`src/rtl/cfg_index_port.sv`:
```
module cfg_index_port #(
  parameter logic [7:0] IDX_PORT = 8'h22,
  parameter logic [7:0] DAT_PORT = 8'h23,
  parameter logic [7:0] MODEL_ID = 8'h1B,
  parameter logic [7:0] REV_ID   = 8'h13
) (
  input  logic        clk,
  input  logic        rst_n,
  input  logic [7:0]  io_addr,
  input  logic        io_wr,
  input  logic        io_rd,
  input  logic [7:0]  io_wdata,
  output logic [7:0]  io_rdata,
  input  logic        smm_active,
  output logic [7:0]  ccr0_o,
  output logic [7:0]  ccr1_o,
  output logic [7:0]  ccr2_o,
  output logic [7:0]  ccr3_o,
  output logic [95:0] ncr_o
);
  localparam int NREG = 16;
  localparam logic [3:0] BASE_HI = 4'hC;

  logic [7:0] cfg [NREG];
  logic [7:0] idx_q;
  logic       idx_vld;

  wire idx_wr  = io_wr && io_addr == IDX_PORT;
  wire dat_wr  = io_wr && io_addr == DAT_PORT;
  wire dat_rd  = io_rd && io_addr == DAT_PORT;
  wire in_blk  = idx_q[7:4] == BASE_HI;
  wire locked  = cfg[3][0] && smm_active;
  wire [3:0] sel = idx_q[3:0];

  function automatic logic [7:0] wmask(input logic [3:0] i, input logic lk);
    case (i)
      4'd1:    wmask = lk ? 8'h11 : 8'h1F;
      4'd2:    wmask = 8'hFE;
      4'd3:    wmask = lk ? 8'hFD : 8'hFF;
      default: wmask = 8'hFF;
    endcase
  endfunction

  wire [7:0] msk  = wmask(sel, locked);
  wire [7:0] nval = (cfg[sel] & ~msk) | (io_wdata & msk);

  always_ff @(posedge clk) begin
    if (!rst_n) begin
      idx_q   <= 8'h00;
      idx_vld <= 1'b0;
    end else if (idx_wr) begin
      idx_q   <= io_wdata;
      idx_vld <= 1'b1;
    end else if (dat_wr || dat_rd) begin
      idx_vld <= 1'b0;
    end
  end

  always_ff @(posedge clk) begin
    if (!rst_n) begin
      for (int i = 0; i < NREG; i++) cfg[i] <= (i == 6) ? 8'h0F : 8'h00;
    end else if (dat_wr && idx_vld && in_blk) begin
      if (sel == 4'd3) cfg[sel] <= {nval[7:1], cfg[3][0] | io_wdata[0]};
      else             cfg[sel] <= nval;
    end
  end

  always_comb begin
    io_rdata = 8'hFF;
    if (dat_rd && idx_vld) begin
      if (in_blk)               io_rdata = cfg[sel];
      else if (idx_q == 8'hFE)  io_rdata = MODEL_ID;
      else if (idx_q == 8'hFF)  io_rdata = REV_ID;
    end
  end

  assign ccr0_o = cfg[0];
  assign ccr1_o = cfg[1];
  assign ccr2_o = cfg[2];
  assign ccr3_o = cfg[3];

  for (genvar k = 0; k < 12; k++) begin : g_ncr
    assign ncr_o[8*k +: 8] = cfg[k+4];
  end

  AST_IDX_DROP: assert property (@(posedge clk) disable iff (!rst_n)
    ((dat_wr || dat_rd) && !idx_wr) |=> !idx_vld);
  AST_NOIDX_WR: assert property (@(posedge clk) disable iff (!rst_n)
    (dat_wr && !idx_vld) |=> ($stable(ccr0_o) && $stable(ccr1_o) && $stable(ccr2_o)
                              && $stable(ccr3_o) && $stable(ncr_o)));
  AST_LOCK_STICKY: assert property (@(posedge clk) disable iff (!rst_n)
    ccr3_o[0] |=> ccr3_o[0]);
  AST_LOCK_HOLD1: assert property (@(posedge clk) disable iff (!rst_n)
    (ccr3_o[0] && smm_active) |=> ccr1_o[3:1] == $past(ccr1_o[3:1]));
  AST_LOCK_HOLD3: assert property (@(posedge clk) disable iff (!rst_n)
    (ccr3_o[0] && smm_active) |=> ccr3_o[1] == $past(ccr3_o[1]));
  AST_RSVD_ZERO: assert property (@(posedge clk) disable iff (!rst_n)
    (ccr1_o[7:5] == 3'b000 && ccr2_o[0] == 1'b0));
  AST_UNMAPPED_FF: assert property (@(posedge clk) disable iff (!rst_n)
    (dat_rd && idx_vld && !in_blk && idx_q < 8'hFE) |-> io_rdata == 8'hFF);
endmodule

```
`config.mk`:
```
export PLATFORM = sky130hd
export DESIGN_NAME = cfg_index_port
export DESIGN_NICKNAME = d
export VERILOG_FILES = /design/src/rtl/cfg_index_port.sv
export SDC_FILE = /design/constraint.sdc
export NUM_CORES = 1
export LEC_CHECK = 0
export BUFFER_PORTS_ARGS = -buffer_cell sky130_fd_sc_hd__buf_2
export CORE_MARGIN = 3
export CORE_UTILIZATION = 45
export CTS_CLUSTER_DIAMETER = 120
export CTS_CLUSTER_SIZE = 24
export DETAILED_ROUTE_END_ITERATION = 10
export PLACE_DENSITY = 0.79
export SYNTH_ARGS = -nofsm -noshare
export SYNTH_HDL_FRONTEND = slang
export SYNTH_SLANG_ARGS = --single-unit
export TNS_END_PERCENT = 1
```
`constraint.sdc`:
```
create_clock -name clk -period 2.45 [get_ports clk]
set_clock_uncertainty 0.05 [all_clocks]
set_input_delay 0.245 -clock clk [delete_from_list [all_inputs] [get_ports clk]]
set_output_delay 0.245 -clock clk [all_outputs]
set_load 0.1 [all_outputs]
```
==> metrics <==
status=complete, but fails checks; failing checks=setup timing; # rows=43; net load switching power=1.880 mW; register area=4108 sq um; # DRC=0; Post-Synth Simple-Gate Area=0.1605; nets@finish=750; gpl congestion=0.9628; Hold EP=idx_q[7]$_SDFFE_PN0P_; Pwr Density=704.1 nW/um^2; sequential power share=0.443; critical path type=flip-flop to output port; mux cell area share after synthesis=0.1230; Peak supply drop=0.0004377 V; Final Cycle Share=1.130; CTS max path bufs=2; Synthesis Warnings=0; flop2flop setup slack=0.03 ns; Worst R2R End=cfg[13][7]$_SDFFCE_PN0P_; Worst Path Required=roughly 2.2 ns; Synth Area in Adders=0; syn_nets=526; Antenna diodes=0; RSZ-0062 raised after global routing=true; chip height=approximately 130 um; largest area contributor in the netlist=edfxtp_1; fraction of synthesized cell area in xor and xnor cells=0; Core Region=13930 sq um; share of layout cells above drive strength 1=0.4609; final setup fails=8; number of buffers added on ports=156; leakage=3.502 nW; clock network fraction of design power=0.400; final slew viol count=0; CP max FO=5; Max-Cap Viols=0; mapped cell area=6447 sq um; crit path launch type=flip-flop; via/cell ratio=5.758; Fillers=1056; gr busiest metal=met2; DPL Wire Length=roughly 15000 um; Global Route Usage Sum=0.2648; hold slack=0.06782 ns; CP Capture Type=output port; hold_sp=io_wdata[7]; P&R area growth vs syn=37.28%; I/O pin cnt=157; Yosys reg bits=141; post-synthesis compound-gate area fraction=0.05550; top cells by area, synth=edfxtp_1, nor2_1, mux4_2; Hold Path Depth=3; final hold vios=0; clk sinks=141; CTS Buf Count=17; Worst slew margin=0.5495; die area=15800 sq um; first-pass GRT wire length=approximately 31000 um; Initial Util=0.4627; average cell area after synthesis=12.77 sq um; WL final=roughly 21000 um; worst-margin pin slew=0.6715 ns; Vias=5309; area of the multi-input gates=about 2300 sq um; fin worst setup slack=-0.3192 ns; Seq/Total Area, Yosys=0.6365; DR iter-0 viols=510; Avg WL per Cell=about 23 um; CTS Hold Bufs=0; switching share of power=0.3018; pre-CTS WS=-0.1414 ns; internal power=4.351 mW; combinational share of power=0.157; CTS tree=yes; Final Critical Period=2.769 ns; grt met2 use=0.4301; Post-Syn Instances=505; largest family of logic cells by synthesized area=simple AND/OR/NAND/NOR gates; number of global-route vias before repair=5394; met1 Use GR=0.3380; Pre-antenna DRT Iters=6; Crit path arrival time=about 2.5 ns; antenna violations before repair=0; global routing usage on met3=0.07040; Worst-path clk slew=0.06 ns; H-tree Lvls=4; R2R cell count=8; Synth top area share=0.5962; FMAX=361.1 MHz; largest net degree at the start of global routing=26; Clk Latency, worst-skew pair=0.43 ns; Post-DRT Antenna Nets=0; Hold Path Class=primary input to flip-flop; DIE WIDTH=125.7 um; Overflow after GRT=0; Netlist cell types=51; clock root buffer=clkbuf_16
-- cells in the final DEF (no fill, tap or decap), types with 8 or more instances in the layout --
master / n
buf_2: 148
nor2_1: 131
edfxtp_1: 128
buf_4: 66
nand2_1: 35
mux2i_1: 23
clkbuf_16: 17
mux2_2: 16
mux4_2: 16
nor2b_1: 15
buf_12: 14
dfxtp_1: 12
nand3_1: 8
-- metrics by stage --
step           utilization  power (mW)  instances  TNS [ns]  area, sq um
6_report            0.6352       6.232        922    -1.912         8851
3_5_place_dp        0.5763       3.774        886    -3.546         8030
2_1_floorplan            -       3.540        505    -5.749         6480
4_1_cts             0.6321       6.228        922    -1.778         8808
3_3_place_gp        0.5763       3.767        886    -2.212         8030
5_1_grt             0.6352       6.370        922    -3.344         8851
-- cell usage after synthesis, drive strengths merged --
| cell | n |
|---|---|
| clkbuf | 12 |
| and3b | 1 |
| a32oi | 1 |
| a221oi | 8 |
| a211oi | 3 |
| nor2 | 132 |
| and2 | 1 |
| o22ai | 7 |
| clkinv | 1 |
| or3 | 4 |
| nand4 | 2 |
| a21oi | 4 |
| a31oi | 1 |
| nor3 | 7 |
| edfxtp | 128 |
| buf | 17 |
| mux2 | 18 |
| o211a | 2 |
| mux2i | 23 |
| a21boi | 1 |
| nand3 | 9 |
| nand2 | 40 |
| nand4bb | 1 |
| nor4 | 3 |
| dfxtp | 13 |
| a221o | 2 |
| mux4 | 16 |
| inv | 3 |
| a2111oi | 1 |
| or2 | 1 |
| or4 | 1 |
| nor2b | 15 |
| o221ai | 2 |
| nor4b | 4 |
| o21ai | 11 |
| and3 | 1 |
| o21a | 2 |
| o221a | 1 |
| o211ai | 1 |
| nand2b | 5 |
-- flip-flops by register name (all words and copies together), names as in the netlist, named ones only --
signal / cells
cfg: 128
idx_vld: 1
idx_q: 8
-- cells by family after synthesis --
| kind of cell | Yosys count |
|---|---|
| compound gates | 47 |
| mux | 57 |
| buf+inv | 33 |
| simple gates | 227 |
| flops | 141 |
-- layout make-up --
cell class / instances / area share
clock buffers: 17 / 0.04806
clock inverters: 15 / 0.01696
inverters: 4 / 0.001696
multi-input cells: 331 / 0.2643
flip-flops and latches: 141 / 0.4641
well taps: 180 / 0.02545
repair buffers: 234 / 0.1794
-- worst max-delay path, cell delays in order (launching register included) --
cell and delay (ns):
dfxtp_4 0.39, buf_8 0.13, mux4_2 0.50, mux4_2 0.48, or3_4 0.37, buf_12 0.18
-- per-layer routing --
layer | routed length [um] | up-vias
met4 | 690 | 0
li1 | - | 2319
met2 | 10320 | 311
met1 | 7944 | 2622
met5 | 0 | -
met3 | 1835 | 57
-- what timing repair did --
item                                    CTS  global route
pin swaps                                 2             1
buffers inserted                          4             0
resized for setup                        42            10
endpoints found under the setup margin   78            64
-- how the worst max path moves through the flow --
stage,startpoint,endpoint,slack [ns],cells past startpoint
2_1_floorplan,cfg[8][1]$_SDFFCE_PN0P_,io_rdata[1],-0.65,3
3_3_place_gp,flip-flop,io_rdata[2],-0.13,8
3_5_place_dp,flip-flop,io_rdata[2],-0.14,8
4_1_cts,flip-flop,io_rdata[4],-0.32,5
5_1_grt,flip-flop,io_rdata[3],-0.36,9
6_report,flip-flop,io_rdata[4],-0.32,5
-- power groups by stage --
stage / Sequential (mW) / Clock, mW / Combinational, mW
after floorplan: 3.42 / 0 / 0.117
after global placement: 2.81 / 0 / 0.961
after detailed placement: 2.81 / 0 / 0.967
after CTS: 2.76 / 2.50 / 0.975
after global routing: 2.77 / 2.60 / 1.00
final: 2.76 / 2.49 / 0.979
Power figures use the tool's default switching activity.
